File: src/rtl/lnk_pkg.sv
package lnk_pkg;
   typedef enum logic {
      CELL_IDLE = 1'b0,
      CELL_RUN  = 1'b1
   } cell_state_t;
endpackage

File: src/rtl/lnk_sync.sv
module lnk_sync #(
   parameter int   STAGES  = 2,
   parameter logic RST_VAL = 1'b0
) (
   input  logic clk,
   input  logic rst_n,
   input  logic d,
   output logic q
);
   logic [STAGES-1:0] chain;

   always_ff @(posedge clk or negedge rst_n) begin
      if (!rst_n) chain <= {STAGES{RST_VAL}};
      else        chain <= {chain[STAGES-2:0], d};
   end

   assign q = chain[STAGES-1];
endmodule

File: src/rtl/lnk_cell.sv
module lnk_cell
   import lnk_pkg::*;
#(
   parameter int OSR = 4
) (
   input  logic clk,
   input  logic rst_n,
   input  logic line,
   input  logic halt,
   output logic bit_stb,
   output logic bit_val,
   output logic cell_err
);
   localparam int CELL   = 2 * OSR;
   localparam int CW     = $clog2(CELL);
   localparam int SAMP   = OSR / 2;
   localparam int WIN_LO = SAMP + 1;
   localparam int WIN_HI = OSR + SAMP - 1;
   localparam int CHK    = OSR + SAMP;

   cell_state_t   state;
   logic [CW-1:0] cnt;
   logic          h1;
   logic          seen;
   logic          prev;
   logic          run;
   logic          in_win;

   assign run      = (state == CELL_RUN);
   assign in_win   = (cnt >= CW'(WIN_LO)) && (cnt <= CW'(WIN_HI));
   assign cell_err = run && (cnt == CW'(CHK)) && (line == h1);
   assign bit_stb  = run && (cnt == CW'(CELL - 1));
   assign bit_val  = h1;

   always_ff @(posedge clk or negedge rst_n) begin
      if (!rst_n) begin
         state <= CELL_IDLE;
         cnt   <= '0;
         h1    <= 1'b0;
         seen  <= 1'b0;
         prev  <= 1'b1;
      end else begin
         prev <= line;
         case (state)
            CELL_IDLE: begin
               if (line && !prev) begin
                  state <= CELL_RUN;
                  cnt   <= CW'(1);
                  seen  <= 1'b0;
               end
            end
            CELL_RUN: begin
               if (cell_err) begin
                  state <= CELL_IDLE;
               end else if (bit_stb) begin
                  cnt  <= '0;
                  seen <= 1'b0;
                  if (halt) state <= CELL_IDLE;
               end else if (in_win && !seen && (line != h1)) begin
                  seen <= 1'b1;
                  cnt  <= CW'(OSR + 1);
               end else begin
                  cnt <= cnt + 1'b1;
                  if (cnt == CW'(SAMP)) h1 <= line;
               end
            end
            default: state <= CELL_IDLE;
         endcase
      end
   end

   // a cell may only complete after its mid-cell transition was found
   assert_cell_seen_R7: assert property (@(posedge clk) disable iff (!rst_n)
      bit_stb |-> seen);

   // a re-centred transition always leaves the phase inside the second half
   assert_recentre_R8: assert property (@(posedge clk) disable iff (!rst_n)
      $rose(seen) |-> (cnt == CW'(OSR + 1)));
endmodule

File: src/rtl/lnk_frame.sv
module lnk_frame #(
   parameter int                 WORD_W    = 32,
   parameter int                 PRE_W     = 2,
   parameter logic [PRE_W-1:0]   PRE_PAT   = 2'b10,
   parameter bit                 MSB_FIRST = 1'b1
) (
   input  logic              clk,
   input  logic              rst_n,
   input  logic              bit_stb,
   input  logic              bit_val,
   input  logic              cell_err,
   input  logic              out_ready,
   input  logic              req_s,
   output logic              halt,
   output logic              out_valid,
   output logic [WORD_W-1:0] out_data,
   output logic              err,
   output logic              ser_ack
);
   localparam int TOT = PRE_W + WORD_W;
   localparam int IW  = $clog2(TOT);
   localparam int PW  = PRE_W - 1;

   logic [IW-1:0]     idx;
   logic [PW-1:0]     pre_sh;
   logic [WORD_W-1:0] sh;
   logic [WORD_W-1:0] nxt;
   logic              pre_ok, at_pre_end, at_end;
   logic              pre_bad, done, accept, load, overrun;

   generate
      if (MSB_FIRST) begin : g_msb
         assign nxt = {sh[WORD_W-2:0], bit_val};
      end else begin : g_lsb
         assign nxt = {bit_val, sh[WORD_W-1:1]};
      end
   endgenerate

   assign pre_ok     = ({pre_sh, bit_val} == PRE_PAT);
   assign at_pre_end = (idx == IW'(PRE_W - 1));
   assign at_end     = (idx == IW'(TOT - 1));
   assign halt       = at_end || (at_pre_end && !pre_ok);
   assign pre_bad    = bit_stb && at_pre_end && !pre_ok;
   assign done       = bit_stb && at_end;
   assign accept     = out_valid && out_ready;
   assign load       = done && (!out_valid || out_ready);
   assign overrun    = done && !load;

   always_ff @(posedge clk or negedge rst_n) begin
      if (!rst_n) begin
         idx       <= '0;
         pre_sh    <= '0;
         sh        <= '0;
         out_valid <= 1'b0;
         out_data  <= '0;
         err       <= 1'b0;
         ser_ack   <= 1'b0;
      end else begin
         err <= cell_err || pre_bad || overrun;
         if (cell_err || (bit_stb && halt)) idx <= '0;
         else if (bit_stb)                  idx <= idx + 1'b1;
         if (bit_stb) begin
            if (idx < IW'(PRE_W - 1)) pre_sh <= PW'({pre_sh, bit_val});
            if (idx >= IW'(PRE_W))    sh     <= nxt;
         end
         if (load) begin
            out_valid <= 1'b1;
            out_data  <= nxt;
         end else if (accept) begin
            out_valid <= 1'b0;
         end
         if (accept)                 ser_ack <= 1'b1;
         else if (ser_ack && !req_s) ser_ack <= 1'b0;
      end
   end

   assert_hold_R4: assert property (@(posedge clk) disable iff (!rst_n)
      out_valid && !out_ready |=> out_valid && $stable(out_data));

   assert_ack_rise_R5: assert property (@(posedge clk) disable iff (!rst_n)
      $rose(ser_ack) |-> $past(out_valid && out_ready));

   assert_err_noword_R6: assert property (@(posedge clk) disable iff (!rst_n)
      err |-> !$rose(out_valid));

   assert_err_pulse_R11: assert property (@(posedge clk) disable iff (!rst_n)
      err |=> !err);
endmodule

File: src/rtl/lnk_event_rx.sv
module lnk_event_rx #(
   parameter int               WORD_W      = 32,
   parameter int               OSR         = 4,
   parameter int               PRE_W       = 2,
   parameter logic [PRE_W-1:0] PRE_PAT     = 2'b10,
   parameter int               SYNC_STAGES = 2,
   parameter bit               MSB_FIRST   = 1'b1
) (
   input  logic              clk,
   input  logic              rst_n,
   input  logic              ser_din,
   input  logic              ser_req,
   output logic              ser_ack,
   output logic              out_valid,
   input  logic              out_ready,
   output logic [WORD_W-1:0] out_data,
   output logic              err
);
   generate
      if (OSR < 4 || (OSR % 2) != 0) begin : g_bad_osr
         $error("OSR must be even and at least 4");
      end
      if (WORD_W < 2) begin : g_bad_word
         $error("WORD_W must be at least 2");
      end
      if (PRE_W < 2 || !PRE_PAT[PRE_W-1]) begin : g_bad_pre
         $error("preamble needs two or more bits and must open with a 1");
      end
      if (SYNC_STAGES < 2) begin : g_bad_sync
         $error("SYNC_STAGES must be at least 2");
      end
   endgenerate

   logic line, req_s, halt, bit_stb, bit_val, cell_err;

   lnk_sync #(.STAGES(SYNC_STAGES), .RST_VAL(1'b0)) u_din_sync (
      .clk(clk), .rst_n(rst_n), .d(ser_din), .q(line));

   lnk_sync #(.STAGES(SYNC_STAGES), .RST_VAL(1'b0)) u_req_sync (
      .clk(clk), .rst_n(rst_n), .d(ser_req), .q(req_s));

   lnk_cell #(.OSR(OSR)) u_cell (
      .clk(clk), .rst_n(rst_n), .line(line), .halt(halt),
      .bit_stb(bit_stb), .bit_val(bit_val), .cell_err(cell_err));

   lnk_frame #(.WORD_W(WORD_W), .PRE_W(PRE_W), .PRE_PAT(PRE_PAT),
               .MSB_FIRST(MSB_FIRST)) u_frame (
      .clk(clk), .rst_n(rst_n), .bit_stb(bit_stb), .bit_val(bit_val),
      .cell_err(cell_err), .out_ready(out_ready), .req_s(req_s),
      .halt(halt), .out_valid(out_valid), .out_data(out_data),
      .err(err), .ser_ack(ser_ack));
endmodule

File: config.mk
export PLATFORM = sky130hd
export DESIGN_NAME = lnk_event_rx
export DESIGN_NICKNAME = d
export VERILOG_FILES = /design/src/rtl/lnk_pkg.sv /design/src/rtl/lnk_sync.sv /design/src/rtl/lnk_cell.sv /design/src/rtl/lnk_frame.sv /design/src/rtl/lnk_event_rx.sv
export SDC_FILE = /design/constraint.sdc
export NUM_CORES = 1
export LEC_CHECK = 0
export ABC_AREA = 0
export BUFFER_PORTS_ARGS = -buffer_cell sky130_fd_sc_hd__buf_4
export CORE_MARGIN = 3
export CORE_UTILIZATION = 36
export CTS_BUF_LIST = sky130_fd_sc_hd__clkbuf_8 sky130_fd_sc_hd__clkbuf_16
export DETAILED_ROUTE_END_ITERATION = 6
export PLACE_DENSITY = 0.53
export RECOVER_POWER = 100
export SYNTH_ARGS = -nofsm -noshare
export SYNTH_HDL_FRONTEND = slang
export SYNTH_SLANG_ARGS = --single-unit
File: constraint.sdc
create_clock -name clk -period 1.9 [get_ports clk]
set_input_delay 0.38 -clock clk [delete_from_list [all_inputs] [get_ports clk]]
set_output_delay 0.38 -clock clk [all_outputs]
set_load 0.05 [all_outputs]
==> results.txt, run 1 <==
* Final worst clock skew: 0.00955 ns
* Number of distinct standard cells referenced by the synthesized netlist: 37
- Hold path startpoint: ser_din
- Data on the critical path is required at its endpoint by 2.13 ns.
- For this run, design rule violations remaining after detail routing come to 0.
* Max IR drop VDD: 0.439 mV
- Proportion of synthesized chip area in sequential cells: 61.1%
- The critical path is of the reg2reg type.
* Post-synthesis cell count: 236
- For this run, the number of Yosys warnings is 0.
- The first global-routing pass estimated 10.1 mm of wire.
* Vias in the first global route: 2010
- The most used flip-flop cell after synthesis is sky130_fd_sc_hd__dfrtp_1.
- Dividing the detail-routed wire length by the instance count gives 14.1 um.
- Worst setup SP type: flip-flop
- Proportion of layout cells with a drive suffix above 1: 46.1%
* Core Area: 9280 um2
- Summing all non-filler instances in the final layout gives an area of 4400 um2.
- Die footprint: 10800 um2
* Final Instance Count excl. Fillers: 437
* Least-Margin Pin Slew: 1.11 ns
- Total power per unit cell area: 1080 nW/um2
- A synthesized cell averages 14.6 um2.
- Buffers inserted to repair hold after CTS numbered 0.
- Status: finished clean
- Initial Utilization: 37.1%
- Once detail routing completed, the nets flagged for antenna violations numbered 0.
* Clock-pin slew of the registers on the worst-case setup and hold paths: 0.08 ns
- Pre-Repair DR Iteration Count: 4
- Most frequent cells in the layout: sky130_fd_sc_hd__dfrtp_1, sky130_fd_sc_hd__mux2_2, sky130_fd_sc_hd__buf_4
* Insertion delay to the later sink of the worst-skew pair: 0.34 ns
* Number of H-tree branching levels: 3
* Area growth syn-to-layout: 27.9%
- RSZ-0062 raised after global routing: true
* Max-Slew Margin vs Limit: 26.1%
- The path class of the tightest hold or removal check is in2reg.
* Iter 0 DRT Violations: 74
- Highest fanout seen on the critical path: 7
- Setup violations remaining at the end of the flow were counted as 0.
- Data on the critical path arrives at its endpoint at 2.11 ns.
- Source of the worst register-to-register timing path: u_cell.cnt[1]
- Chip Width: 104 um
* Placement row count: 35
- Min cycle time layout: 1.89 ns
* Asr flop ratio synth: 100%
- 0 antenna diodes ended up in the layout.
- The most critical setup path has its startpoint at u_cell.cnt[1].
- Port buffering added 39 buffers.
* Vias per std cell: 4.73
- The library cell used most frequently in the layout, excluding fill and tap cells, is sky130_fd_sc_hd__dfrtp_1.
- In this run the count of I/O pins placed on the die edge is 40.
* Max Buffers Root-to-Sink: 2
- Endpoint class of the critical path: flip-flop
- Total standard cell area after synthesis: 3440 um2
* Total Nets Final: 317
- After global routing the overflow that remains totals 0.
- Detailed placement ended at an HPWL of 3.93 mm.
- Buffers inserted during clock tree synthesis total 9.
- Static timing analysis puts the maximum clock frequency at 0.529 GHz.
- Total wirelength of the detailed-routed design: 6.16 mm
- Maximum number of pins on one net before global-route repair: 85
* Final period util: 99.4%
- Height of the chip: 104 um
* Total placed cells including tap cells: 414
- CTS sink count: 84
- The total count of max-transition violations in the final report is 0.
- Summed over all failing endpoints, the final setup total negative slack is 0 ns.
- EDFF count, synth: 0
- Global routing used 11.5% of the available tracks across all layers.
* Mapped Nets: 250
- Placement Cell Area: 4050 um2
- The final count of hold timing violations was 0.
* Reported leakage power: 2.21 nW
- Max-cap violations in this run came to 0.
- On the final layout, the worst hold slack is 0.164 ns.
- Via count: 2068
* Global placement routability congestion: 0.733
- In this run, synthesis produced a sequential element count of 84.
- Clock tree synthesis selected as its root buffer the cell sky130_fd_sc_hd__clkbuf_8.
- Antenna violations before repair: 0
- CTS tree: built
==> final timing paths <==
| check | end | slack [ns] | depth (start not counted) |
|---|---|---|---|
| min in group asynchronous | u_frame.out_data[28] | 0.35 | 2 |
| max in group asynchronous | u_frame.sh[4] | 0.82 | 2 |
| hold reg to reg | u_req_sync.chain[1] | 0.35 | 0 |
| hold / removal | u_din_sync.chain[0] | 0.16 | 1 |
| setup / recovery | u_frame.out_data[1] | 0.01 | 7 |
| setup reg to reg | u_frame.out_data[1] | 0.01 | 7 |
==> registers in the layout (all words and copies together) (netlist names), 2 cells and up <==
register	flops
u_cell.cnt	3
u_frame.out_data	32
u_frame.idx	6
u_req_sync.chain	2
u_din_sync.chain	2
u_frame.sh	31
==> layout make-up <==
cell class	instances	area (um2)
tap	129	161
multi-input combinational	138	1320
sequential	84	2100
clock buffer	9	124
fill	882	4880
timing repair buffer	63	556
inverter	7	26.3
clock inverter	7	115
==> cells in the mapped netlist, types with 2 or more instances <==
cell type                  number  area share, %
sky130_fd_sc_hd__a21o_1         2           0.44
sky130_fd_sc_hd__a21oi_1        5           0.73
sky130_fd_sc_hd__and2_1         2           0.36
sky130_fd_sc_hd__buf_2          3           0.44
sky130_fd_sc_hd__buf_6          3           0.98
sky130_fd_sc_hd__dfrtp_1       83             60
sky130_fd_sc_hd__ha_1           9            3.3
sky130_fd_sc_hd__inv_1          7           0.76
sky130_fd_sc_hd__mux2_2        64             21
sky130_fd_sc_hd__nand2_1        8           0.87
sky130_fd_sc_hd__nand2b_1       2           0.36
sky130_fd_sc_hd__nand3_1        4           0.58
sky130_fd_sc_hd__nand4_1        3           0.55
sky130_fd_sc_hd__nor2_1         6           0.65
sky130_fd_sc_hd__o21a_1         2           0.44
sky130_fd_sc_hd__o21ai_0       10            1.5
sky130_fd_sc_hd__or3_1          3           0.55
==> worst max-delay path: stages, from the launching register on <==
cell	delay, ns
sky130_fd_sc_hd__dfrtp_1	0.40
sky130_fd_sc_hd__ha_2	0.22
sky130_fd_sc_hd__ha_4	0.17
sky130_fd_sc_hd__and2_4	0.15
sky130_fd_sc_hd__and3_4	0.16
sky130_fd_sc_hd__nand3_4	0.15
sky130_fd_sc_hd__clkbuf_16	0.19
sky130_fd_sc_hd__mux2_2	0.32
==> per-layer routing <==
layer / up-vias / GRT usage, % / routed length [um]
met3: 7 / 3.30 / 205
met5: - / 0 / 0
met1: 1056 / 15.6 / 2950
met4: 0 / 4.56 / 82
met2: 27 / 17.6 / 2930
li1: 978 / - / -
==> logic make-up after synthesis <==
group,Yosys count,share of synthesized area [%]
xor+xnor,2,0.727
mux,65,21.4
buf+inv,14,2.40
simple gates,34,5.42
flops,84,61.1
compound gates,28,5.71
fa+ha+maj,9,3.27
==> repair_timing <==
item	CTS	global route
setup endpoints to repair	0	62
buffers inserted	0	3
resized for setup	0	14
==> stage by stage <==
| step | utilization (%) | worst slack (ns) | power (W) |
|---|---|---|---|
| finish | 47.4 | 0.0112 | 0.00477 |
| global placement | 43.6 | 0.0552 | 0.00321 |
| global route | 47.4 | -0.0295 | 0.00508 |
| detailed placement | 43.6 | 0.0468 | 0.00322 |
| CTS | 46.2 | 0.0215 | 0.00475 |
| floorplan | - | 0.0217 | 0.00280 |
==> where the power goes <==
| group | internal, W | switching [W] |
|---|---|---|
| Sequential | 0.00193 | 0.000144 |
| Clock | 0.000872 | 0.000628 |
| Combinational | 0.000612 | 0.000577 |
| Total | 0.00342 | 0.00135 |
No activity file was read; power rests on OpenSTA's default activity.
==> run 2, diff against run 1 <==
--- a/config.mk
+++ b/config.mk
@@ -6,12 +6,12 @@
 export NUM_CORES = 1
 export LEC_CHECK = 0
 export ABC_AREA = 0
-export BUFFER_PORTS_ARGS = -buffer_cell sky130_fd_sc_hd__buf_4
 export CORE_MARGIN = 3
 export CORE_UTILIZATION = 36
 export CTS_BUF_LIST = sky130_fd_sc_hd__clkbuf_8 sky130_fd_sc_hd__clkbuf_16
 export DETAILED_ROUTE_END_ITERATION = 6
-export PLACE_DENSITY = 0.53
+export DONT_BUFFER_PORTS = 1
+export PLACE_DENSITY = 0.49
 export RECOVER_POWER = 100
 export SYNTH_ARGS = -nofsm -noshare
 export SYNTH_HDL_FRONTEND = slang
==> run 2 against run 1 <==
Against the previous run: clock power decreased by 12%; register-to-register slack improved by 0.03 ns; highest routed layer unchanged; sequential power about the same; global-route usage about the same; the flow now finishes with violations (hold timing); critical path depth did not move; non-clock buffer count decreased by 41.
==> results.txt, run 2 (same netlist as run 1, synthesis figures left out) <==
* Drc violations: 0
- After legalization and detailed placement, the total HPWL measured 3.69 mm.
- For the worst flop-to-flop path, the logic depth is 7.
* Worst slack on hold paths: -0.289 ns
- The final critical path takes up 98.0% of the cycle.
* Critical path arrival: 2.10 ns
- Pre-Repair DR Iteration Count: 4
- Most frequent cells in the layout: sky130_fd_sc_hd__dfrtp_1, sky130_fd_sc_hd__mux2_2, sky130_fd_sc_hd__buf_4
- Final-layout setup total negative slack: 0 ns
- For the final database, setup skew stands at 0.0124 ns.
- Status: complete, but fails checks
- Proportion of layout cells with a drive suffix above 1: 43.4%
* Total congestion overflow: 0
- Die footprint: 10800 um2
- Detailed routing inserted a total of 1901 vias.
- Setup violations remaining at the end of the flow were counted as 0.
- TritonCTS built the clock tree.
- The first global-routing pass estimated 9.95 mm of wire.
- Power comes to 0.00453 W.
- Core Area: 9280 um2
- Iter 0 DRT Violations: 55
* Min-delay worst type: in2async
- Sequential cell area in the final layout: 2100 um2
- Endpoint class of the critical path: flip-flop
- IO buf count: 0
* First element of the critical path: u_cell.cnt[1]
- Number of flip-flops under the largest register name: 32
- The final count of hold timing violations was 84.
- Total placed cells including tap cells: 374
* Reported leakage power: 2.03 nW
* Pre-CTS setup slack: 0.0502 ns
- The H-tree was split into 3 levels.
- The number of antenna violations at the first check in global routing was 0.
- RSZ-0062 raised after global routing: true
* Worst setup SP type: flip-flop
* Final Instance Count excl. Fillers: 396
- Regs by FF count: u_frame.out_data (32), u_frame.sh (31), u_frame.idx (6)
- Data on the critical path is required at its endpoint by 2.13 ns.
- The final reports fail on hold timing.
- CTS saw 84 sinks.
- Setup slack closes at 0.0373 ns.
- The initialized floorplan defines 35 standard-cell rows.
* Vias per std cell: 4.80
- Global placement routability congestion: 0.728
- 40 I/O pins were placed.
- At the pin with the least slew margin, the transition time is 0.700 ns.
* Max IR drop VDD: 0.346 mV
- Final design area excluding fillers: 4120 um2
- From left edge to right edge, the die measures 104 um.
* Top reg by flops: u_frame.out_data
- The total count of max-transition violations in the final report came to 0.
- Based on the critical path, the design can be clocked at up to 0.537 GHz.
- For this configuration, the core starts out at a cell density of 37.1%.
- The die is 104 um tall.
* Highest fanout seen on the critical path: 8
- Across the run, the number of max-cap violations was 0.
* Insertion delay to the later sink of the worst-skew pair: 0.35 ns
* Source of the worst register-to-register timing path: u_cell.cnt[1]
* Most common cell after layout, fill and taps aside: sky130_fd_sc_hd__dfrtp_1
- Dividing the detail-routed wire length by the instance count gives 15.7 um.
- Wires add up to 6.21 mm.
- Crit Path Class: reg2reg
- Post-DRT Antenna Nets: 0
- After clock tree synthesis, the clock-pin slew on the worst setup and hold paths is 0.09 ns.
- Root buffer selected by CTS: sky130_fd_sc_hd__clkbuf_8
* Fill cell count: 863
* Area growth syn-to-layout: 19.7%
- Following the worst setup path forward leads to its endpoint at u_frame.out_data[1].
* Total power per unit cell area: 1100 nW/um2
- The worst pin sits at a relative slew slack of 53.3%.
* Worst R2R Setup Slack: 0.04 ns
- The number of antenna diodes in the final layout is 0.
- Vias in the first global route: 1932
- Capture point of the worst reg-to-reg path: u_frame.out_data[1]
- Placement Cell Area: 3740 um2
- Entering global routing, the biggest net connects 85 pins.
* Global-route usage over all layers: 11.5%
- Total Nets Final: 276
* Max Buffers Root-to-Sink: 2
* Multi-input gate area: 1330 um2
- Clock buffers created by TritonCTS: 9
- The clock period could shrink to 1.86 ns.
==> run 2: cell types whose count changed in the layout (fill, tap and decap cells not counted), sizes merged <==
cell / delta
buf: -24
bufinv: -2
clkbuf: -16
clkinvlp: +2
inv: -1
==> run 2: routing by layer <==
metal / GRT usage, % / wire, um / up-vias
met5: 0 / 0 / -
met4: 5.13 / 102 / 0
met3: 4.17 / 280 / 9
met2: 16.6 / 2720 / 29
met1: 15.6 / 3100 / 971
li1: - / - / 892
==> run 2: how the worst min path moves through the flow <==
stage               startpoint                    to  slack (ns)  cells past startpoint
floorplan                rst_n        u_cell.bit_val        0.08                      0
CTS                      rst_n   u_frame.out_data[3]       -0.31                      0
global route             rst_n  u_frame.out_data[27]       -0.33                      0
global placement         rst_n  u_frame.out_data[27]        0.09                      0
finish                   rst_n  u_frame.out_data[27]       -0.29                      0
detailed placement       rst_n  u_frame.out_data[27]        0.09                      0
==> run 2: per-stage QoR <==
step	hold slack, ns	utilization (%)
5_1_grt	-0.328	44.4
4_1_cts	-0.314	42.5
3_3_place_gp	0.0860	40.3
3_5_place_dp	0.0860	40.3
6_report	-0.289	44.4
2_1_floorplan	0.0844	-
==> run 2: worst max-delay path, cell delays in order (launching register included) <==
cell,delay (ns)
sky130_fd_sc_hd__dfrtp_1,0.39
sky130_fd_sc_hd__ha_2,0.21
sky130_fd_sc_hd__ha_4,0.16
sky130_fd_sc_hd__and2_4,0.15
sky130_fd_sc_hd__and3_4,0.16
sky130_fd_sc_hd__nand3_4,0.15
sky130_fd_sc_hd__clkbuf_16,0.19
sky130_fd_sc_hd__mux2_2,0.32
==> run 2: final cells by class <==
class,count,share of cell area (%)
flip-flops and latches,84,51.0
clock inverters,6,1.70
inverters,7,0.638
well taps,129,3.92
clock buffers,10,3.34
repair buffers,22,7.13
multi-input cells,138,32.2
==> run 2: what timing repair did <==
action                                 in CTS  in global routing
endpoints found under the hold margin      84                 84
setup endpoints to repair                   0                 58
gates resized for setup                     0                 13
setup buffers                               0                  2
==> run 2: report_power, final <==
part	internal (W)	switching [W]
Sequential	0.00193	0.000176
Clock	0.000655	0.000669
Combinational	0.000584	0.000512
Total	0.00317	0.00136
